File: src/rtl/qspi_eng_pkg.sv
package qspi_eng_pkg;

    localparam int LANES = 4;

    typedef enum logic [3:0] {
        ST_HDR_WR,
        ST_HDR_RD,
        ST_PREP,
        ST_WR_LO,
        ST_WR_HI,
        ST_DIR_CHK,
        ST_TA_HI,
        ST_TA_LO,
        ST_RD_HI,
        ST_RD_LO,
        ST_FIN
    } seq_state_e;

    typedef struct packed {
        logic cs_n;
        logic sck;
        logic drive;
    } pins_t;

    // Pin levels that belong to each sequencer step.
    function automatic pins_t pins_of(seq_state_e s);
        pins_t p;
        p = '{cs_n: 1'b1, sck: 1'b0, drive: 1'b1};
        case (s)
            ST_WR_LO, ST_DIR_CHK: p = '{cs_n: 1'b0, sck: 1'b0, drive: 1'b1};
            ST_WR_HI:             p = '{cs_n: 1'b0, sck: 1'b1, drive: 1'b1};
            ST_TA_HI, ST_RD_HI:   p = '{cs_n: 1'b0, sck: 1'b1, drive: 1'b0};
            ST_TA_LO, ST_RD_LO:   p = '{cs_n: 1'b0, sck: 1'b0, drive: 1'b0};
            default:              p = '{cs_n: 1'b1, sck: 1'b0, drive: 1'b1};
        endcase
        return p;
    endfunction

endpackage

File: src/rtl/qspi_tx_unpack.sv
module qspi_tx_unpack
    import qspi_eng_pkg::*;
#(
    parameter int WORD_W = 32,
    parameter int CNT_W  = 8
) (
    input  logic              clk,
    input  logic              rst_n,
    input  logic              flush,
    input  logic              req,
    input  logic              take_hdr,
    input  logic [WORD_W-1:0] tx_data,
    input  logic              tx_valid,
    output logic              tx_ready,
    output logic              have,
    output logic [CNT_W-1:0]  field,
    output logic [LANES-1:0]  nib
);

    localparam int LW = $clog2(WORD_W + 1);
    localparam logic [LW-1:0] FULL   = LW'(WORD_W);
    localparam logic [LW-1:0] HDR_N  = LW'(CNT_W);
    localparam logic [LW-1:0] NIB_N  = LW'(LANES);

    typedef struct packed {
        logic [WORD_W-1:0] data;
        logic [LW-1:0]     left;
    } osr_t;

    osr_t q, d;
    logic              empty;
    logic [WORD_W-1:0] src;
    logic [LW-1:0]     avail_bits;

    always_comb begin
        empty      = (q.left == '0);
        src        = empty ? tx_data : q.data;
        avail_bits = empty ? FULL : q.left;
        have       = !empty || tx_valid;
        tx_ready   = req && empty;
        field      = src[WORD_W-1 -: CNT_W];
        nib        = src[WORD_W-1 -: LANES];
        d          = q;
        if (flush) begin
            d.left = '0;
        end else if (req && have) begin
            if (take_hdr) begin
                d.data = src << CNT_W;
                d.left = avail_bits - HDR_N;
            end else begin
                d.data = src << LANES;
                d.left = avail_bits - NIB_N;
            end
        end
    end

    always_ff @(posedge clk or negedge rst_n) begin
        if (!rst_n) q <= '0;
        else        q <= d;
    end

endmodule

File: src/rtl/qspi_rx_pack.sv
module qspi_rx_pack
    import qspi_eng_pkg::*;
#(
    parameter int WORD_W = 32
) (
    input  logic              clk,
    input  logic              rst_n,
    input  logic              cap,
    input  logic              last,
    input  logic [LANES-1:0]  dq_i,
    output logic              rx_valid,
    output logic [WORD_W-1:0] rx_data
);

    localparam int NPW = WORD_W / LANES;
    localparam int CW  = $clog2(NPW + 1);
    localparam logic [CW-1:0] FULL_CNT = CW'(NPW);

    typedef struct packed {
        logic [WORD_W-1:0] isr;
        logic [CW-1:0]     cnt;
        logic              valid;
        logic [WORD_W-1:0] data;
    } isr_t;

    isr_t q, d;
    logic [WORD_W-1:0] shifted;
    logic [CW-1:0]     cnt_inc;

    always_comb begin
        shifted = {q.isr[WORD_W-LANES-1:0], dq_i};
        cnt_inc = q.cnt + CW'(1);
        d       = q;
        d.valid = 1'b0;
        if (cap) begin
            if (cnt_inc == FULL_CNT || last) begin
                d.valid = 1'b1;
                d.data  = shifted;
                d.isr   = '0;
                d.cnt   = '0;
            end else begin
                d.isr = shifted;
                d.cnt = cnt_inc;
            end
        end
    end

    always_ff @(posedge clk or negedge rst_n) begin
        if (!rst_n) q <= '0;
        else        q <= d;
    end

    assign rx_valid = q.valid;
    assign rx_data  = q.data;

endmodule

File: src/rtl/qspi_seq.sv
module qspi_seq
    import qspi_eng_pkg::*;
#(
    parameter int CNT_W = 8
) (
    input  logic             clk,
    input  logic             rst_n,
    input  logic             have,
    input  logic [CNT_W-1:0] field,
    input  logic [LANES-1:0] nib,
    output logic             req,
    output logic             take_hdr,
    output logic             flush,
    output logic             cap,
    output logic             last,
    output logic             cs_n,
    output logic             sck,
    output logic             drive,
    output logic [LANES-1:0] dq_o
);

    localparam logic [CNT_W-1:0] ONE = CNT_W'(1);

    typedef struct packed {
        seq_state_e       st;
        logic [CNT_W-1:0] x;
        logic [CNT_W-1:0] y;
        pins_t            pins;
        logic [LANES-1:0] dq;
    } seq_t;

    localparam seq_t RESET_VAL = '{
        st:   ST_HDR_WR,
        x:    '0,
        y:    '0,
        pins: '{cs_n: 1'b1, sck: 1'b0, drive: 1'b1},
        dq:   '0
    };

    seq_t q, d;

    always_comb begin
        d        = q;
        req      = 1'b0;
        take_hdr = 1'b0;
        cap      = 1'b0;
        last     = 1'b0;
        case (q.st)
            ST_HDR_WR: begin
                req      = 1'b1;
                take_hdr = 1'b1;
                if (have) begin
                    d.x  = field;
                    d.st = ST_HDR_RD;
                end
            end
            ST_HDR_RD: begin
                req      = 1'b1;
                take_hdr = 1'b1;
                if (have) begin
                    d.y  = field;
                    d.st = ST_PREP;
                end
            end
            ST_PREP: begin
                req = 1'b1;
                if (have) begin
                    d.x  = q.x - ONE;
                    d.dq = nib;
                    d.st = ST_WR_LO;
                end
            end
            ST_WR_LO: d.st = ST_WR_HI;
            ST_WR_HI: begin
                if (q.x != '0) begin
                    req = 1'b1;
                    if (have) begin
                        d.x  = q.x - ONE;
                        d.dq = nib;
                        d.st = ST_WR_LO;
                    end
                end else begin
                    d.st = ST_DIR_CHK;
                end
            end
            ST_DIR_CHK: d.st = (q.y == '0) ? ST_HDR_WR : ST_TA_HI;
            ST_TA_HI:   d.st = ST_TA_LO;
            ST_TA_LO: begin
                d.y  = q.y - ONE;
                d.st = ST_RD_HI;
            end
            ST_RD_HI: begin
                cap  = 1'b1;
                last = (q.y == '0);
                d.st = ST_RD_LO;
            end
            ST_RD_LO: begin
                if (q.y != '0) begin
                    d.y  = q.y - ONE;
                    d.st = ST_RD_HI;
                end else begin
                    d.st = ST_FIN;
                end
            end
            ST_FIN:  d.st = ST_HDR_WR;
            default: d.st = ST_HDR_WR;
        endcase
        flush  = (d.st == ST_HDR_WR) && (q.st != ST_HDR_WR);
        d.pins = pins_of(d.st);
    end

    always_ff @(posedge clk or negedge rst_n) begin
        if (!rst_n) q <= RESET_VAL;
        else        q <= d;
    end

    assign cs_n  = q.pins.cs_n;
    assign sck   = q.pins.sck;
    assign drive = q.pins.drive;
    assign dq_o  = q.dq;

endmodule

File: src/rtl/qspi_psram_engine.sv
module qspi_psram_engine
    import qspi_eng_pkg::*;
#(
    parameter int WORD_W = 32,
    parameter int CNT_W  = 8
) (
    input  logic              clk,
    input  logic              rst_n,
    input  logic [WORD_W-1:0] tx_data,
    input  logic              tx_valid,
    output logic              tx_ready,
    output logic [WORD_W-1:0] rx_data,
    output logic              rx_valid,
    output logic              cs_n,
    output logic              sck,
    output logic [3:0]        dq_o,
    output logic [3:0]        dq_oe,
    input  logic [3:0]        dq_i
);

    logic             have, req, take_hdr, flush, cap, last, drive;
    logic [CNT_W-1:0] field;
    logic [LANES-1:0] nib;

    qspi_tx_unpack #(.WORD_W(WORD_W), .CNT_W(CNT_W)) u_tx (
        .clk      (clk),
        .rst_n    (rst_n),
        .flush    (flush),
        .req      (req),
        .take_hdr (take_hdr),
        .tx_data  (tx_data),
        .tx_valid (tx_valid),
        .tx_ready (tx_ready),
        .have     (have),
        .field    (field),
        .nib      (nib)
    );

    qspi_seq #(.CNT_W(CNT_W)) u_seq (
        .clk      (clk),
        .rst_n    (rst_n),
        .have     (have),
        .field    (field),
        .nib      (nib),
        .req      (req),
        .take_hdr (take_hdr),
        .flush    (flush),
        .cap      (cap),
        .last     (last),
        .cs_n     (cs_n),
        .sck      (sck),
        .drive    (drive),
        .dq_o     (dq_o)
    );

    qspi_rx_pack #(.WORD_W(WORD_W)) u_rx (
        .clk      (clk),
        .rst_n    (rst_n),
        .cap      (cap),
        .last     (last),
        .dq_i     (dq_i),
        .rx_valid (rx_valid),
        .rx_data  (rx_data)
    );

    // One enable per lane, all following the sequencer's direction flag.
    for (genvar g = 0; g < LANES; g++) begin : g_lane_oe
        assign dq_oe[g] = drive;
    end

endmodule

File: config.mk
export PLATFORM = sky130hd
export DESIGN_NAME = qspi_psram_engine
export DESIGN_NICKNAME = d
export VERILOG_FILES = /design/src/rtl/qspi_eng_pkg.sv /design/src/rtl/qspi_tx_unpack.sv /design/src/rtl/qspi_rx_pack.sv /design/src/rtl/qspi_seq.sv /design/src/rtl/qspi_psram_engine.sv
export SDC_FILE = /design/constraint.sdc
export NUM_CORES = 1
export LEC_CHECK = 0
export ABC_AREA = 0
export BUFFER_PORTS_ARGS = -buffer_cell sky130_fd_sc_hd__buf_2
export CAP_MARGIN = 10
export CELL_PAD_IN_SITES_DETAIL_PLACEMENT = 1
export CELL_PAD_IN_SITES_GLOBAL_PLACEMENT = 1
export CORE_UTILIZATION = 30
export CTS_CLUSTER_DIAMETER = 120
export DETAILED_ROUTE_END_ITERATION = 7
export HOLD_SLACK_MARGIN = 0.06
export PLACE_DENSITY = 0.66
export RECOVER_POWER = 50
export SLEW_MARGIN = 10
export SYNTH_ARGS = -nofsm -noshare
export SYNTH_HDL_FRONTEND = slang
export SYNTH_SLANG_ARGS = --single-unit
export TNS_END_PERCENT = 20
File: constraint.sdc
create_clock -name clk -period 2.9 [get_ports clk]
set_clock_uncertainty 0.05 [all_clocks]
set_input_delay 0.29 -clock clk [delete_from_list [all_inputs] [get_ports clk]]
set_output_delay 0.29 -clock clk [all_outputs]
set_load 0.01 [all_outputs]
==> results of run 1 <==
[kinds of logic (layout without fill, tap and decap cells)]
group / Yosys count / after routing / synth area share, %
AO/OA/AOI/OAI: 144 / 144 / 13.4
buffers and inverters: 97 / 152 / 8.81
XOR/XNOR: 2 / 2 / 0.269
AND/OR/NAND/NOR: 270 / 270 / 18.2
adder cells (fa/ha/maj): 7 / 7 / 1.34
multiplexers: 62 / 62 / 10.3
flip-flops: 124 / 124 / 47.6
[metal layers]
metal	vias up	share of wire [%]	global-route usage [%]
met5	-	0	0
met4	0	1.3	4.90
met3	18	3.2	3.84
met2	66	47	24.2
met1	2410	48	20.7
li1	2446	-	-
[cells in the final DEF, fill, tap and decap left out, drive strengths merged, types with 13 or more instances in the layout]
cell / instances
buf: 61
a21oi: 13
nor2: 82
nor3: 18
dfrtp: 122
inv: 15
mux2: 35
nand2: 134
mux2i: 27
clkbuf: 66
o21ai: 88
[through the flow]
step	hold slack, ps	cells
2_1_floorplan	-55.6	706
3_3_place_gp	372	1002
3_5_place_dp	360	1002
4_1_cts	62.2	1036
5_1_grt	76.7	1036
6_report	75.4	1036
[critical path, cell delays in order (launching register included)]
cell      delay [ps]
dfrtp_1          380
inv_1            100
ha_1             200
nor4b_2          400
nand2_1          140
a211oi_1         320
buf_4            200
nor2_1            50
buf_2            140
[worst paths after layout]
kind	to	startpoint	cells past startpoint
worst max-delay path	tx_ready	u_seq.q[15]$_DFFE_PN0P_	8
worst min-delay path	u_rx.rx_data[1]$_DFFE_PN0P_	dq_i[1]	2
worst max register to register	u_seq.dq_o[2]$_DFFE_PN0P_	u_tx.q[3]$_DFFE_PN0P_	5
worst min register to register	u_rx.q[61]$_DFFE_PN0P_	u_rx.q[61]$_DFFE_PN0P_	2
max in group asynchronous	u_rx.rx_data[8]$_DFFE_PN0P_	rst_n	3
min in group asynchronous	u_tx.q[25]$_DFFE_PN0P_	rst_n	2
[power groups by stage]
stage	clock, mW	combinational, mW	sequential (mW)
after floorplan	0	2.93	2.51
after global placement	0	3.68	2.67
after detailed placement	0	3.75	2.69
after CTS	2.35	3.78	2.67
after global routing	2.42	4.23	2.74
final	2.29	3.70	2.66
[area by class of cell]
class                   count  area (µm²)
inverters                  15        56.3
fillers                  2447       13600
clock inverters             6         133
clock buffers              24         502
flip-flops and latches    124        3110
multi-input cells         485        2860
well taps                 275         344
repair buffers            107         572
[registers in the layout, summed over array words and instances (netlist names)]
| register | cells |
|---|---|
| u_rx.q | 32 |
| u_rx.rx_data | 32 |
| u_rx.rx_valid | 1 |
| u_seq.cs_n | 1 |
| u_seq.dq_o | 4 |
| u_seq.drive | 1 |
| u_seq.q | 20 |
| u_seq.sck | 1 |
| u_tx.q | 32 |
==> results.md, run 1 <==
- Tmin final: between 2000 and 3000 ps
- Most common cell in the netlist: nand2_1
- Largest cells by area after synthesis: dfrtp_1, nand2_1, o21ai_0, mux2_2, nor2_1
- Fmax: between 300 and 400 MHz
- Critical Path Start Type: register
- ANT nets after route: 0
- Clk_lat worst skew: approximately 420 ps
- Initial DRT Pass Iterations: 4
- Final HPWL DP: 10900 µm
- Clock transition at the registers of the reported paths: 60 ps
- Overall power: 8.65 mW
- Hold_buf cts: 4
- Via-per-instance ratio: 4.77
- Share of layout cells above drive strength 1: 18.8%
- Least-Margin Pin Slew: 1410 ps
- Unrepaired setup endpoints after global routing: no
- Root buf cell: clkbuf_16
- CTS tree: built
- Arrival time of the worst setup path: 2360 ps
- Layout Utilization: 35.8%
- Inserted Diodes: 0
- Routed wire length: 15900 µm
- Area of the die: approximately 22000 µm²
- # rows: between 50 and 60
- Power share of the combinational group: between 40% and 50%
- Final hold vios: 0
- Status: complete, no violations
- Yosys top cell area share: 46.8%
- List of most frequent post-synthesis cells: nand2_1, dfrtp_1, o21ai_0, nor2_1, buf_4
- Die Height: 149 µm
- Core ar.: 21200 µm²
- Remaining Overflow, GRT: 0
- H-tree depth: 4
- Final nets: 796
- Net Sw Frac: 39.8%
- Width of the die: 149 µm
- Cts bufs inserted: 17
- PwrDens: 1140 nW/µm²
- Cell Area, Placed: roughly 7000 µm²
- Wire per inst: 15.4 µm
- Maximum clock path buffer count: 2
- Syn_area_per_cell: 9.23 µm²
- CP endpoint kind: primary output
- Clk pwr share: 26.4%
- Ys flop type: dfrtp_1
- Setup ws final: 199 ps
- Antenna violations before repair: 0
- Vias post-DR: 4940
- Seq cells post-synth: approximately 120
- Hold Crit Class: in2reg
- Synth-to-Final Area Change: 16.1%
- WS Path Type: reg2out
- Max-cap viol count: 0
- Distinct cell type count after synthesis: 60
- IO Pins: 83
- Number of synthesized flops with an enable pin: 0
- Switch Pwr: roughly 3.4 mW
- Final instance area: approximately 7600 µm²
- Placer congestion estimate: 0.803
- WP data required: around 2600 ps
- Post-Syn Nets: 752
- Vias in the first global route: roughly 5100
- Max-slew headroom: 5.74%
- Initial cell density of the core: approximately 31%
- Seq pwr share: 30.8%
- Sequential share of the synthesized area: 47.6%
- Clock sinks: 124
- Setup TNS: 0 ps
- Cell Int Power: ~5.2 mW
- Mapped cell area: 6520 µm²
- Fin. max-slew vios: 0
- Final worst path period share: a little over 90%
- GRT Total Usage: 15.4%
- Worst VDD drop: 0.000561 V
- Mapped Cells: 706
- Port Buf Inserts: around 80
- Post-cts repair resize count: 0
- Iteration-0 DRC Markers: 188
- First-pass GRT wire length: about 27000 µm
- Asr flop ratio synth: 100%
- Setup bufs post-CTS: 0
- Number of remaining DRC errors: 0
- YS warnings: 0
- Leakage power: 3.39 nW
- Top cell type by total area after synthesis: dfrtp_1
- Setup WS pre-CTS: roughly 330 ps
- Max Fanout on Critical Path: 6
- Largest net degree at the start of global routing: 56
- Final setup violation count: 0
- R2R Setup Slk: 340 ps
No activity file was read; power rests on OpenSTA's default activity.
==> run 2, diff against run 1 <==
- PLACE_DENSITY: 0.66 -> unset
- PLACE_DENSITY_LB_ADDON: unset -> 0.1
==> run 2 against run 1 <==
  * The flow now finishes with violations (max-capacitance violations, max-slew violations)
  * Sequential share of layout area is essentially flat
  * Combinational power about the same
  * Via count grew 0.87%
  * Utilization hardly changed
  * Non-clock buffer count down 3
  * First-iteration DRC count up 0.53%
  * Worst setup slack worse by 9.6 ps
  * Power is 0.48% higher
  * Flip-flop and latch count unchanged
  * Largest cell class unchanged
  * Highest routed layer unchanged
==> results.md, run 2 (same netlist as run 1, synthesis figures left out) <==
- IO Pins: 83
- Vias in the first global route: 5276
- Final HPWL DP: 11200 µm
- ANT nets after route: 0
- Fin. max-slew vios: 66
- Clock transition at the registers of the reported paths: 60 ps
- Worst VDD drop: 0.000518 V
- Failing checks: max-capacitance violations, max-slew violations
- Routed wire length: ~17000 µm
- Worst-path cell chain: inv_1 -> ha_1 -> nor4b_2 -> buf_4 -> nand2_1 -> a211oi_1 -> buf_4 -> nor2_1 -> buf_2
- Fin cells: around 1000
- Unrepaired setup endpoints after global routing: no
- Synth-to-Final Area Change: 16.1%
- Initial cell density of the core: 30.8%
- GRT Total Usage: 16.0%
- Final hold vios: 0
- WP data required: roughly 2600 ps
- Die Height: 149 µm
- Area of the die: 22300 µm²
- Overall power: 8.69 mW
- Setup WS pre-CTS: 338 ps
- Via-per-instance ratio: 4.81
- Wire per inst: 16.1 µm
- Antenna violations before repair: 0
- Hold Crit Class: in2reg
- CTS tree: built
- Remaining Overflow, GRT: 0
- RR Startpoint: u_tx.q[2]$_DFFE_PN0P_
- Clock sinks: roughly 120
- Final nets: between 700 and 800
- Status: finished with violations
- Root buf cell: clkbuf_16
- Worst Setup SP: u_seq.q[15]$_DFFE_PN0P_
- Largest net degree at the start of global routing: 67
- Worst R2R Path Depth: 5
- Critical Path Start Type: register
- Inserted Diodes: 0
- Most frequent CP cell: buf_4
- Setup TNS: 0 ps
- Max-cap viol count: 1
- R2R Setup Slk: about 340 ps
- H-tree depth: 4
- Final worst path period share: between 90 and 100%
- Vias post-DR: approximately 5000
- Fmax: about 370 MHz
- Placed insts: 1000
- Slowest stage delay, CP: 370 ps
- Setup ws final: 189 ps
- # rows: 53
- Hold depth: 3
- Commonest non-fill, non-tap cells in the layout: nand2_1, dfrtp_1, o21ai_0, nor2_1, buf_2
- Tmin final: 2710 ps
- CP endpoint kind: primary output
- WS Path Type: reg2out
- Clk_lat worst skew: 410 ps
- Arrival time of the worst setup path: 2370 ps
- Hold Crit Start: tx_data[0]
- Slowest CP cell: dfrtp_1
- Width of the die: about 150 µm
- Port Buf Inserts: a little over 80
- Share of layout cells above drive strength 1: 20.4%
- Maximum clock path buffer count: 2
- Least-Margin Pin Slew: 1750 ps
- Core ar.: 21200 µm²
- Cts bufs inserted: 17
- First-pass GRT wire length: 27800 µm
- Max-slew headroom: -16.4%
- Final setup violation count: 0
- Initial DRT Pass Iterations: 4
- Leakage power: 3.42 nW
- Number of remaining DRC errors: 0
- Post-cts repair resize count: 0
- Commonest non-fill, non-tap cell in the layout: nand2_1
- Placer congestion estimate: 0.760
- PwrDens: 1150 nW/µm²
- Worst r2r dst: u_seq.dq_o[2]$_DFFE_PN0P_
- Layout Utilization: 35.8%
- Iteration-0 DRC Markers: between 150 and 200
- Max Fanout on Critical Path: 6
- Worst hold endpoint: u_tx.q[10]$_DFFE_PN0P_
-- run 2: changes by cell type in the layout (fill, tap and decap cells not counted), sizes merged --
cell | previous run | this run
clkbuf | 66 | 50
buf | 61 | 68
clkinv | 1 | 7
inv | 15 | 19
clkinvlp | 1 | 0
dlygate4sd3 | 4 | 3
-- run 2: final cells by class --
class	instances	area (µm²)
Clock buffer	17	425
Clock inverter	15	211
Fill cell	2442	13600
Inverter	15	56.3
Multi-Input combinational cell	485	2860
Sequential cell	124	3110
Tap cell	275	344
Timing Repair Buffer	104	567
-- run 2: what timing repair did --
item,CTS,global route
endpoints found under the hold margin,65,0
hold buffers,3,0
buffers inserted,0,0
setup endpoints to repair,0,0
-- run 2: metal layers --
metal	routed length (µm)	track usage, %
met1	8170	21.6
met2	7930	25.2
met3	409	3.11
met4	201	6.02
met5	0	0
-- run 2: worst max path at each step --
stage | end | depth (start not counted)
6_report | tx_ready | 9
5_1_grt | tx_ready | 9
4_1_cts | tx_ready | 9
3_5_place_dp | u_seq.dq_o[3]$_DFFE_PN0P_ | 5
3_3_place_gp | u_seq.dq_o[2]$_DFFE_PN0P_ | 5
2_1_floorplan | u_seq.dq_o[2]$_DFFE_PN0P_ | 7
-- run 2: where the power goes --
group,switching (mW),total (mW),internal (mW)
combinational,2.29,3.72,1.43
sequential,0.441,2.66,2.22
clock,0.848,2.30,1.46
total,3.57,8.69,5.11
-- run 2: worst max-delay path: cells and delay by family, from the launching register on --
family	cells	cell delay, ps
buf+inv	4	650
simple gates	3	450
flops	1	370
compound gates	1	300
fa+ha+maj	1	190
-- run 2: per-stage QoR --
stage	hold slack (ps)	cell area (µm²)
2_1_floorplan	-55.6	6520
3_3_place_gp	289	6950
3_5_place_dp	286	6950
4_1_cts	61.6	7610
5_1_grt	74.6	7570
6_report	79.6	7570
